--- src/rtl/erf_pkg.sv ---
package erf_pkg;

    // single-register word indices
    localparam int unsigned IX_EVT  = 0;
    localparam int unsigned IX_MASK = 1;
    localparam int unsigned IX_CTL  = 2;
    localparam int unsigned IX_TSTS = 3;
    localparam int unsigned IX_RSTS = 4;
    localparam int unsigned IX_CMD  = 5;
    localparam int unsigned IX_ID   = 6;

    // ring banks: 16-word regions, region number = index / 16
    localparam int unsigned RING_SPAN  = 16;
    localparam int unsigned RGN_TBASE  = 4;
    localparam int unsigned RGN_TPTR   = 5;
    localparam int unsigned RGN_RBASE  = 6;
    localparam int unsigned RGN_RPTR   = 7;

    // status halt-flag top bits
    localparam int unsigned TX_TOP_BIT = 31;
    localparam int unsigned RX_TOP_BIT = 23;

    // event classes
    localparam logic [31:0] EVT_TXF   = 32'h0000_0001;
    localparam logic [31:0] EVT_RXF   = 32'h0000_0002;
    localparam logic [31:0] EVT_ERR   = 32'h0000_FF00;

    localparam logic [31:0] BASE_ALIGN = 32'h0000_0007;

    typedef struct packed {
        logic evt;
        logic mask;
        logic ctl;
        logic tsts;
        logic rsts;
        logic cmd;
        logic id;
        logic tbase;
        logic tptr;
        logic rbase;
        logic rptr;
    } sel_t;

endpackage

--- src/rtl/erf_event_irq.sv ---
module erf_event_irq
    import erf_pkg::*;
(
    input  logic        clk,
    input  logic        rst_n,
    input  logic        wr_evt,
    input  logic        wr_mask,
    input  logic [31:0] wdata,
    input  logic [31:0] evt_set,
    output logic [31:0] evt_q,
    output logic [31:0] mask_q,
    output logic        irq_tx,
    output logic        irq_rx,
    output logic        irq_err
);

    typedef struct packed {
        logic [31:0] evt;
        logic [31:0] mask;
        logic        tx;
        logic        rx;
        logic        err;
    } evt_st_t;

    evt_st_t s_d, s_q;

    always_comb begin
        s_d = s_q;
        if (wr_evt) begin
            s_d.evt = s_q.evt & ~wdata;
        end
        // hardware set has priority over a same-cycle clear
        s_d.evt = s_d.evt | evt_set;
        if (wr_mask) begin
            s_d.mask = wdata;
        end
        s_d.tx  = |(s_d.evt & s_d.mask & EVT_TXF);
        s_d.rx  = |(s_d.evt & s_d.mask & EVT_RXF);
        s_d.err = |(s_d.evt & s_d.mask & EVT_ERR);
    end

    always_ff @(posedge clk or negedge rst_n) begin
        if (!rst_n) begin
            s_q <= '0;
        end else begin
            s_q <= s_d;
        end
    end

    assign evt_q   = s_q.evt;
    assign mask_q  = s_q.mask;
    assign irq_tx  = s_q.tx;
    assign irq_rx  = s_q.rx;
    assign irq_err = s_q.err;

endmodule

--- src/rtl/erf_halt_status.sv ---
module erf_halt_status #(
    parameter int unsigned NUM_RINGS = 8,
    parameter int unsigned TOP_BIT   = 31,
    parameter bit          EDGE_ONLY = 1'b0
) (
    input  logic                 clk,
    input  logic                 rst_n,
    input  logic                 wr,
    input  logic [31:0]          wdata,
    input  logic [NUM_RINGS-1:0] halt_set,
    output logic [31:0]          stat_q,
    output logic [NUM_RINGS-1:0] restart_q
);

    function automatic logic [31:0] flag_mask();
        logic [31:0] m;
        m = '0;
        for (int i = 0; i < NUM_RINGS; i++) begin
            m[TOP_BIT - i] = 1'b1;
        end
        return m;
    endfunction

    localparam logic [31:0] FLAGS = flag_mask();

    typedef struct packed {
        logic [31:0]          stat;
        logic [NUM_RINGS-1:0] restart;
    } hs_st_t;

    hs_st_t s_d, s_q;

    logic [NUM_RINGS-1:0] hit;
    logic [NUM_RINGS-1:0] stored;
    logic [NUM_RINGS-1:0] arm;
    logic [31:0]          set_vec;

    always_comb begin
        set_vec = '0;
        for (int i = 0; i < NUM_RINGS; i++) begin
            hit[i]               = wr && wdata[TOP_BIT - i];
            stored[i]            = s_q.stat[TOP_BIT - i];
            set_vec[TOP_BIT - i] = halt_set[i];
        end
    end

    generate
        if (EDGE_ONLY) begin : g_edge
            assign arm = ~stored;
        end else begin : g_level
            assign arm = '1;
        end
    endgenerate

    always_comb begin
        s_d = s_q;
        s_d.restart = hit & arm;
        if (wr) begin
            s_d.stat = s_q.stat & ~wdata & FLAGS;
        end
        s_d.stat = s_d.stat | set_vec;
    end

    always_ff @(posedge clk or negedge rst_n) begin
        if (!rst_n) begin
            s_q <= '0;
        end else begin
            s_q <= s_d;
        end
    end

    assign stat_q    = s_q.stat;
    assign restart_q = s_q.restart;

endmodule

--- src/rtl/erf_ring_bank.sv ---
module erf_ring_bank
    import erf_pkg::*;
#(
    parameter int unsigned NUM_RINGS = 8,
    parameter int unsigned RIX_W     = 4
) (
    input  logic                        clk,
    input  logic                        rst_n,
    input  logic                        wr_base,
    input  logic                        wr_ptr,
    input  logic [RIX_W-1:0]            ring,
    input  logic [31:0]                 wdata,
    output logic [NUM_RINGS-1:0][31:0]  base_q,
    output logic [NUM_RINGS-1:0][31:0]  ptr_q
);

    typedef struct packed {
        logic [NUM_RINGS-1:0][31:0] base;
        logic [NUM_RINGS-1:0][31:0] ptr;
    } rb_st_t;

    rb_st_t      s_d, s_q;
    logic [31:0] aligned;

    always_comb begin
        s_d     = s_q;
        aligned = wdata & ~BASE_ALIGN;
        for (int i = 0; i < NUM_RINGS; i++) begin
            if (ring == RIX_W'(i)) begin
                if (wr_base) begin
                    s_d.base[i] = aligned;
                    s_d.ptr[i]  = aligned;
                end else if (wr_ptr) begin
                    s_d.ptr[i]  = wdata;
                end
            end
        end
    end

    always_ff @(posedge clk or negedge rst_n) begin
        if (!rst_n) begin
            s_q <= '0;
        end else begin
            s_q <= s_d;
        end
    end

    assign base_q = s_q.base;
    assign ptr_q  = s_q.ptr;

endmodule

--- src/rtl/erf_regfile.sv ---
module erf_regfile
    import erf_pkg::*;
#(
    parameter int unsigned ADDR_W    = 12,
    parameter int unsigned NUM_RINGS = 8,
    parameter logic [31:0] ID_VALUE  = 32'h5A17_0001
) (
    input  logic                 clk,
    input  logic                 rst_n,
    input  logic                 req_valid,
    input  logic                 req_write,
    input  logic [ADDR_W-1:0]    req_addr,
    input  logic [31:0]          req_wdata,
    output logic                 rsp_valid,
    output logic [31:0]          rsp_rdata,
    input  logic [31:0]          evt_set,
    input  logic [NUM_RINGS-1:0] tx_halt_set,
    input  logic [NUM_RINGS-1:0] rx_halt_set,
    output logic [NUM_RINGS-1:0] tx_restart,
    output logic [NUM_RINGS-1:0] rx_restart,
    output logic                 irq_tx,
    output logic                 irq_rx,
    output logic                 irq_err,
    output logic [31:0]          dma_ctl,
    output logic [31:0]          cmd_word
);

    localparam int unsigned IDX_W = ADDR_W - 2;
    localparam int unsigned RIX_W = $clog2(RING_SPAN);
    localparam int unsigned RGN_W = IDX_W - RIX_W;

    typedef struct packed {
        logic [31:0] ctl;
        logic [31:0] cmd;
        logic        rvalid;
        logic [31:0] rdata;
    } top_st_t;

    top_st_t s_d, s_q;

    logic [IDX_W-1:0] idx;
    logic [RIX_W-1:0] ring;
    logic [RGN_W-1:0] region;
    logic             ring_ok;
    logic             wr;
    logic             rd;
    sel_t             sel;
    logic             unused_addr_lanes;

    logic [31:0] evt_q, mask_q, tx_stat_q, rx_stat_q;
    logic [NUM_RINGS-1:0][31:0] tx_base_q, tx_ptr_q, rx_base_q, rx_ptr_q;

    assign idx               = req_addr[ADDR_W-1:2];
    assign ring              = idx[RIX_W-1:0];
    assign region            = idx[IDX_W-1:RIX_W];
    assign ring_ok           = ring < RIX_W'(NUM_RINGS);
    assign wr                = req_valid && req_write;
    assign rd                = req_valid && !req_write;
    assign unused_addr_lanes = ^req_addr[1:0];

    // address decode
    always_comb begin
        sel       = '0;
        sel.evt   = idx == IDX_W'(IX_EVT);
        sel.mask  = idx == IDX_W'(IX_MASK);
        sel.ctl   = idx == IDX_W'(IX_CTL);
        sel.tsts  = idx == IDX_W'(IX_TSTS);
        sel.rsts  = idx == IDX_W'(IX_RSTS);
        sel.cmd   = idx == IDX_W'(IX_CMD);
        sel.id    = idx == IDX_W'(IX_ID);
        sel.tbase = ring_ok && (region == RGN_W'(RGN_TBASE));
        sel.tptr  = ring_ok && (region == RGN_W'(RGN_TPTR));
        sel.rbase = ring_ok && (region == RGN_W'(RGN_RBASE));
        sel.rptr  = ring_ok && (region == RGN_W'(RGN_RPTR));
    end

    erf_event_irq u_evt (
        .clk     (clk),
        .rst_n   (rst_n),
        .wr_evt  (wr && sel.evt),
        .wr_mask (wr && sel.mask),
        .wdata   (req_wdata),
        .evt_set (evt_set),
        .evt_q   (evt_q),
        .mask_q  (mask_q),
        .irq_tx  (irq_tx),
        .irq_rx  (irq_rx),
        .irq_err (irq_err)
    );

    erf_halt_status #(
        .NUM_RINGS (NUM_RINGS),
        .TOP_BIT   (TX_TOP_BIT),
        .EDGE_ONLY (1'b0)
    ) u_txs (
        .clk       (clk),
        .rst_n     (rst_n),
        .wr        (wr && sel.tsts),
        .wdata     (req_wdata),
        .halt_set  (tx_halt_set),
        .stat_q    (tx_stat_q),
        .restart_q (tx_restart)
    );

    erf_halt_status #(
        .NUM_RINGS (NUM_RINGS),
        .TOP_BIT   (RX_TOP_BIT),
        .EDGE_ONLY (1'b1)
    ) u_rxs (
        .clk       (clk),
        .rst_n     (rst_n),
        .wr        (wr && sel.rsts),
        .wdata     (req_wdata),
        .halt_set  (rx_halt_set),
        .stat_q    (rx_stat_q),
        .restart_q (rx_restart)
    );

    erf_ring_bank #(
        .NUM_RINGS (NUM_RINGS),
        .RIX_W     (RIX_W)
    ) u_txring (
        .clk     (clk),
        .rst_n   (rst_n),
        .wr_base (wr && sel.tbase),
        .wr_ptr  (wr && sel.tptr),
        .ring    (ring),
        .wdata   (req_wdata),
        .base_q  (tx_base_q),
        .ptr_q   (tx_ptr_q)
    );

    erf_ring_bank #(
        .NUM_RINGS (NUM_RINGS),
        .RIX_W     (RIX_W)
    ) u_rxring (
        .clk     (clk),
        .rst_n   (rst_n),
        .wr_base (wr && sel.rbase),
        .wr_ptr  (wr && sel.rptr),
        .ring    (ring),
        .wdata   (req_wdata),
        .base_q  (rx_base_q),
        .ptr_q   (rx_ptr_q)
    );

    // generic registers, read path
    always_comb begin
        s_d        = s_q;
        s_d.rvalid = rd;
        s_d.rdata  = '0;
        if (wr && sel.ctl) begin
            s_d.ctl = req_wdata;
        end
        if (wr && sel.cmd) begin
            s_d.cmd = req_wdata;
        end
        if (rd) begin
            if (sel.evt)  s_d.rdata = evt_q;
            if (sel.mask) s_d.rdata = mask_q;
            if (sel.ctl)  s_d.rdata = s_q.ctl;
            if (sel.tsts) s_d.rdata = tx_stat_q;
            if (sel.rsts) s_d.rdata = rx_stat_q;
            if (sel.id)   s_d.rdata = ID_VALUE;
            for (int i = 0; i < NUM_RINGS; i++) begin
                if (ring == RIX_W'(i)) begin
                    if (sel.tbase) s_d.rdata = tx_base_q[i];
                    if (sel.tptr)  s_d.rdata = tx_ptr_q[i];
                    if (sel.rbase) s_d.rdata = rx_base_q[i];
                    if (sel.rptr)  s_d.rdata = rx_ptr_q[i];
                end
            end
        end
    end

    always_ff @(posedge clk or negedge rst_n) begin
        if (!rst_n) begin
            s_q <= '0;
        end else begin
            s_q <= s_d;
        end
    end

    assign rsp_valid = s_q.rvalid;
    assign rsp_rdata = s_q.rdata;
    assign dma_ctl   = s_q.ctl;
    assign cmd_word  = s_q.cmd;

endmodule

--- config.mk ---
export PLATFORM = sky130hd
export DESIGN_NAME = erf_regfile
export DESIGN_NICKNAME = d
export VERILOG_FILES = /design/src/rtl/erf_pkg.sv /design/src/rtl/erf_event_irq.sv /design/src/rtl/erf_halt_status.sv /design/src/rtl/erf_ring_bank.sv /design/src/rtl/erf_regfile.sv
export SDC_FILE = /design/constraint.sdc
export NUM_CORES = 2
export LEC_CHECK = 0
export ABC_AREA = 1
export ABC_CLOCK_PERIOD_IN_PS = 3000
export BUFFER_PORTS_ARGS = -buffer_cell sky130_fd_sc_hd__buf_2
export CAP_MARGIN = 15
export CORE_MARGIN = 10
export CORE_UTILIZATION = 25
export DETAILED_ROUTE_END_ITERATION = 10
export GPL_ROUTABILITY_DRIVEN = 0
export PLACE_DENSITY_LB_ADDON = 0.15
export SYNTH_ARGS = -nofsm -noshare
export SYNTH_HDL_FRONTEND = slang
export SYNTH_SLANG_ARGS = --single-unit
--- constraint.sdc ---
create_clock -name clk -period 3 [get_ports clk]
set_input_delay 0.3 -clock clk [delete_from_list [all_inputs] [get_ports clk]]
set_output_delay 0.3 -clock clk [all_outputs]
set_load 0.005 [all_outputs]
# Word level (Yosys, flattened, before mapping)
# Index checks and enable logic that the tools add are counted.
# totals
word_cells	200
mem_bits_ro	0
in_bits	96
latchBits	0
reg_bits	1220
ram_bits	0
memories	0
# op_classes
n_eq_ne	17
add_sub_neg	0
reduce_logical	70
n_mux	57
magnitude_cmp	1
mul	0
bitwise_logic	10
n_shift	0
div_mod_pow	0
# op_table
op	count
two-way mux 32 bit	57
bitwise AND 32 bit	2
bitwise OR 32 bit	2
AND reduction 2 bit	32
logical AND 1 bit	32
NOT 32 bit	1
bitwise OR 32 x 24 -> 32 bit	1
equality test 10 x 3 -> 1 bit (second input constant)	3
bitwise AND 24 bit	1
equality test 6 x 3 -> 1 bit (second input constant)	4
equality test 10 x 2 -> 1 bit (second input constant)	2
bitwise AND 16 bit	1
equality test 4 x 3 -> 1 bit (second input constant)	4
equality test 10 x 1 -> 1 bit (second input constant)	1
logical NOT 10 bit	1
bitwise AND 8 bit	1
equality test 4 x 2 -> 1 bit (second input constant)	2
NOT 8 bit	1
OR reduction 8 bit	1
equality test 4 x 1 -> 1 bit (second input constant)	1
logical NOT 4 bit	1
< comparator 4 bit (second input constant)	1
nonzero test 2 bit	2
logical NOT 1 bit	1

# Longest topological paths before layout
# logic_depth
ltp_word	50
mapped_depth	43
mapped_depth_nobuf	43

# By module
# Synthesis repeated with hierarchy kept, for this count alone.
# hier_totals
hier_cells	9703
area_unflattened_um2	66198.5
# by_module_without_submodules
module	instances	area_each_um2	cells_each
erf_ring_bank	2	20083.0	2263
erf_regfile	1	21952.3	4741
erf_event_irq	1	2556.2	272
erf_halt_status at u_rxs	1	765.7	82
erf_halt_status at u_txs	1	758.2	82

# Worst setup path after synthesis
# Ideal clock, no wire load.
# synth_timing
path_kind	input -> register
start	input req_addr[10]
end	register s_q (netlist bit rsp_rdata[29])
setup_slack_ns	-0.100
t_arrival_ns	2.982
stages	24
n_path_buf	8
cell_sequence	inv_1 > nand2_2 > nor2_4 > nand3_4 > nor2_4 > buf_4 > buf_6 > buf_6 > buf_6 > buf_2 > buf_2 > buf_2 > dlygate4sd1_1 > nor2_1 > nand2_1 > nand2_1 > nand3_1 > nand2_1 > nand2_1 > nand2_1 > nand3_1 > nand2_1 > a21oi_1 > nor2_1
# synth_rtl
element	line_no	source
start, declared	erf_regfile.sv:12	input logic [ADDR_W-1:0] req_addr,
end signal, assigned	erf_regfile.sv:178	s_q <= '0;
end signal, assigned	erf_regfile.sv:180	s_q <= s_d;
end, declared	erf_regfile.sv:39	top_st_t s_d, s_q;

==> impl_results.html <==
<table>
<tr><th>Metric</th><th>Value</th></tr>
<tr><th colspan="2">Yosys</th></tr>
<tr><td>Net Count, Synth</td><td>7349</td></tr>
<tr><td>Post-synthesis sequential area ratio</td><td>52.2%</td></tr>
<tr><td>List of most frequent post-synthesis cells</td><td>2944 x nand2_1, 1172 x dfrtp_1, 1124 x o21ai_0, 442 x nor2_1, 357 x clkbuf_1</td></tr>
<tr><td>Dominant cell type by area after synthesis</td><td>dfrtp_1</td></tr>
<tr><td>Cell with the most instances after synthesis</td><td>nand2_1</td></tr>
<tr><td>Most used flip-flop cell after synthesis</td><td>dfrtp_1</td></tr>
<tr><td>Fraction of synthesis flops using an asynchronous set or reset pin</td><td>100%</td></tr>
<tr><td>Fraction of synthesized cell area taken by the top area cell type</td><td>52.2%</td></tr>
<tr><td>Number of synthesized flops with an enable pin</td><td>0</td></tr>
<tr><td>Syn Area/Cell</td><td>7.75 um2</td></tr>
<tr><td>Post-synthesis instance area</td><td>0.0562 mm2</td></tr>
<tr><td>Number of standard cells after synthesis</td><td>7253</td></tr>
<tr><td>Synth unique cells</td><td>47</td></tr>
<tr><td>Synth warn</td><td>0</td></tr>
<tr><td>Top area cells in the synthesized netlist</td><td>dfrtp_1 52%, nand2_1 20%, o21ai_0 10%</td></tr>
<tr><td>Flop and latch count out of synthesis</td><td>1172</td></tr>
<tr><th colspan="2">Setup path</th></tr>
<tr><td>Crit path max-delay cell type</td><td>dfrtp_2</td></tr>
<tr><td>Kind of launch point of the worst setup path</td><td>flip-flop</td></tr>
<tr><td>Endpoint kind of the worst setup timing path</td><td>flip-flop</td></tr>
<tr><td>Worst Path Required</td><td>3.72 ns</td></tr>
<tr><td>R2R Setup Slk</td><td>-0.41 ns</td></tr>
<tr><td>Max FO, Critical Path</td><td>2</td></tr>
<tr><td>Cell repeated most along the worst path</td><td>nand2_2</td></tr>
<tr><td>Peak per-stage delay on the critical path</td><td>0.44 ns</td></tr>
<tr><td>Setup CP Type</td><td>reg2reg</td></tr>
<tr><td>Worst EP arrival</td><td>4.13 ns</td></tr>
<tr><th colspan="2">Timing</th></tr>
<tr><td>Final critical-path setup slack</td><td>-0.413 ns</td></tr>
<tr><td>Actual slew at the worst max-slew pin</td><td>1.12 ns</td></tr>
<tr><td>Setup clock skew after layout</td><td>0.0298 ns</td></tr>
<tr><td>Unrepaired setup endpoints after global routing</td><td>yes</td></tr>
<tr><td>Ratio of final minimum period to clock period</td><td>114%</td></tr>
<tr><td>Number of hold violations in the final report</td><td>0</td></tr>
<tr><td>Worst-case headroom to the max-slew limit</td><td>24.8%</td></tr>
<tr><td>WHS</td><td>0.0522 ns</td></tr>
<tr><td>Setup violation total in the final timing report</td><td>32</td></tr>
<tr><td>Slew Limit Fails</td><td>0</td></tr>
<tr><td>Min Clock Period, post-route</td><td>3.41 ns</td></tr>
<tr><td>Fmax</td><td>293 MHz</td></tr>
<tr><th colspan="2">Power</th></tr>
<tr><td>P per Cell Area</td><td>517 mW/mm2</td></tr>
<tr><td>Static Leakage</td><td>35.7 nW</td></tr>
<tr><td>Largest voltage drop on the vdd net</td><td>0.553 mV</td></tr>
<tr><th colspan="2">Outcome</th></tr>
<tr><td>Outcome</td><td>finished with violations</td></tr>
<tr><td>Violations in the final reports</td><td>negative setup slack</td></tr>
<tr><th colspan="2">Routing</th></tr>
<tr><td>Post-detailed-route via-to-cell ratio</td><td>4.79</td></tr>
<tr><td>Number of detailed-routing iterations run before antenna repair</td><td>6</td></tr>
<tr><td>First DRT Iteration DRCs</td><td>4706</td></tr>
<tr><td>Count of nets left with antenna violations after detail routing</td><td>0</td></tr>
<tr><td>Total Routed Length</td><td>246000 um</td></tr>
<tr><td>Avg WL per Cell</td><td>22.7 um</td></tr>
<tr><td>Number of design rule violations left after detail routing</td><td>0</td></tr>
<tr><td>Via count</td><td>51800</td></tr>
<tr><th colspan="2">Layout</th></tr>
<tr><td>Post-layout nets</td><td>7816</td></tr>
<tr><td>Layout cells sized above 1</td><td>22.3%</td></tr>
<tr><td>Summed area of non-filler cells in the final layout</td><td>0.0726 mm2</td></tr>
<tr><td>Area growth from synthesis to layout</td><td>29.2%</td></tr>
<tr><th colspan="2">CTS</th></tr>
<tr><td>Worst-case clock buffer depth</td><td>3</td></tr>
<tr><td>TritonCTS clock tree</td><td>built</td></tr>
<tr><td>Clock Pin Slew Worst Setup and Hold Paths</td><td>0.06 ns</td></tr>
<tr><td>Root buffer cell</td><td>clkbuf_16</td></tr>
<tr><td>Clock Sinks</td><td>1172</td></tr>
<tr><td>Total CTS buffers</td><td>144</td></tr>
<tr><td>H-tree levels</td><td>4</td></tr>
<tr><td>Worst-Skew Late Latency</td><td>0.79 ns</td></tr>
<tr><th colspan="2">Worst hold path</th></tr>
<tr><td>Class of the tightest hold or removal check</td><td>in2async</td></tr>
<tr><th colspan="2">Floorplanning</th></tr>
<tr><td>Vertical die dimension</td><td>494 um</td></tr>
<tr><td>Total Die Area</td><td>0.244 mm2</td></tr>
<tr><td>Number of placement rows</td><td>173</td></tr>
<tr><td>Effective utilization at floorplan</td><td>25.2%</td></tr>
<tr><td>Die X-Extent</td><td>494 um</td></tr>
<tr><td>Total core area</td><td>0.223 mm2</td></tr>
<tr><td>Number of top-level pins</td><td>212</td></tr>
<tr><th colspan="2">GRT</th></tr>
<tr><td>Antenna violations before repair</td><td>10</td></tr>
<tr><td>Total global-route track usage</td><td>19.6%</td></tr>
<tr><td>Global route total overflow</td><td>0</td></tr>
<tr><td>Wire length of the first global-routing pass</td><td>363000 um</td></tr>
<tr><td>Vias in the first global route</td><td>51200</td></tr>
<tr><td>Maximum number of pins on one net before global-route repair</td><td>107</td></tr>
<tr><th colspan="2">Placed design</th></tr>
<tr><td>Count of buffers inserted at the top-level ports</td><td>209</td></tr>
<tr><td>Dpl cell area</td><td>0.0634 mm2</td></tr>
<tr><td>Sum of net half-perimeters after detailed placement</td><td>156000 um</td></tr>
<tr><th colspan="2">Run</th></tr>
<tr><td>Count of max-cap constraint violations</td><td>0</td></tr>
</table>
==> placed cells by master (no fill, tap or decap), types with 38 or more instances in the layout <==
| master | netlist | routed |
|---|---|---|
| clkbuf_1 | 357 | 39 |
| dfrtp_1 | 1172 | 1163 |
| inv_1 | 316 | 291 |
| dlygate4sd3_1 | 6 | 62 |
| o21ai_0 | 1124 | 1111 |
| buf_2 | 90 | 203 |
| clkbuf_16 | 0 | 151 |
| nand2_1 | 2944 | 2552 |
| clkbuf_8 | 3 | 38 |
| nor2_1 | 442 | 426 |
| a221oi_1 | 196 | 195 |
| buf_12 | 0 | 93 |
| nand3_2 | 2 | 121 |
| nand3_1 | 264 | 129 |
| buf_4 | 34 | 453 |
| nand2_2 | 9 | 373 |
==> registers in the layout, summed over array words and instances (netlist names), named ones only <==
signal,cells
u_rxring.base_q,232
u_evt.irq_rx,1
u_evt.mask_q,26
u_rxs.stat_q,8
rsp_rdata,32
rsp_valid,1
u_evt.irq_err,1
cmd_word,32
u_txring.ptr_q,256
u_rxs.restart_q,8
u_txs.restart_q,8
u_rxring.ptr_q,256
dma_ctl,32
u_txring.base_q,232
u_txs.stat_q,8
u_evt.evt_q,32
u_evt.irq_tx,1
==> logic make-up (layout without fill, tap and decap cells) <==
group / Yosys count / after routing / synth area share (%)
AOI/OAI and AO/OA: 1481 / 1481 / 14.9
and+or+nand+nor: 3710 / 3710 / 25.9
DFF: 1172 / 1172 / 52.2
buffers and inverters: 890 / 1472 / 6.99
other: 0 / 7 / 0
==> path summary, 6_finish.rpt <==
check / startpoint / endpoint / cells after the start
max: u_evt.evt_q[18] / rsp_rdata[18] / 34
min: rst_n / cmd_word[20] / 2
max reg2reg: u_evt.evt_q[18] / rsp_rdata[18] / 34
min reg2reg: u_rxring.base_q[4] / u_rxring.base_q[4] / 2
max in group asynchronous: rst_n / u_txring.base_q[156] / 4
min in group clk: req_wdata[1] / cmd_word[1] / 3
==> cell type report <==
type	instances	area (um2)
fillers	23900	150000
flip-flops and latches	1172	29300
multi-input cells	5191	25300
repair buffers	874	7940
clock buffers	226	4400
well taps	2975	3720
inverters	337	1290
clock inverters	35	539
diodes	7	17.5
==> repair_timing <==
item	in CTS	in global routing
gates cloned	7	2
gates resized for setup	293	480
pin swaps	144	380
hold buffers	62	0
setup buffers	42	42
hold endpoints to repair	224	0
setup endpoints to repair	32	32
==> worst max-delay path, delay by kind of cell, from the launching register on <==
kind | cells | cell delay, ns
AO/OA/AOI/OAI | 3 | 0.19
flip-flops | 1 | 0.44
AND/OR/NAND/NOR | 31 | 2.70
==> power breakdown <==
part	switching, W	internal (W)
clock	0.00746	0.0110
sequential	0.0000898	0.0159
combinational	0.00207	0.000924
total	0.00962	0.0279
==> routing by layer <==
metal | global-route usage [%] | routed length, um | vias to the layer above
li1 | - | - | 24300
met1 | 28.1 | 115000 | 25700
met2 | 31.4 | 112000 | 1482
met3 | 2.35 | 11800 | 295
met4 | 4.85 | 6350 | 2
met5 | 0 | 13 | -
==> per-stage QoR <==
step | util [%] | instances | total power [W] | setup WS (ns) | setup TNS (ns)
after floorplan | - | 7253 | 0.0174 | -0.0140 | -0.0194
after global placement | 28.4 | 10400 | 0.0190 | -1.67 | -117.71
after detailed placement | 28.4 | 10400 | 0.0190 | -1.72 | -128.35
after CTS | 31.6 | 10800 | 0.0378 | -0.535 | -13.56
after global routing | 32.6 | 10800 | 0.0388 | -0.677 | -19.55
final | 32.6 | 10800 | 0.0375 | -0.413 | -10.33
(Power assumes the default switching activity.)
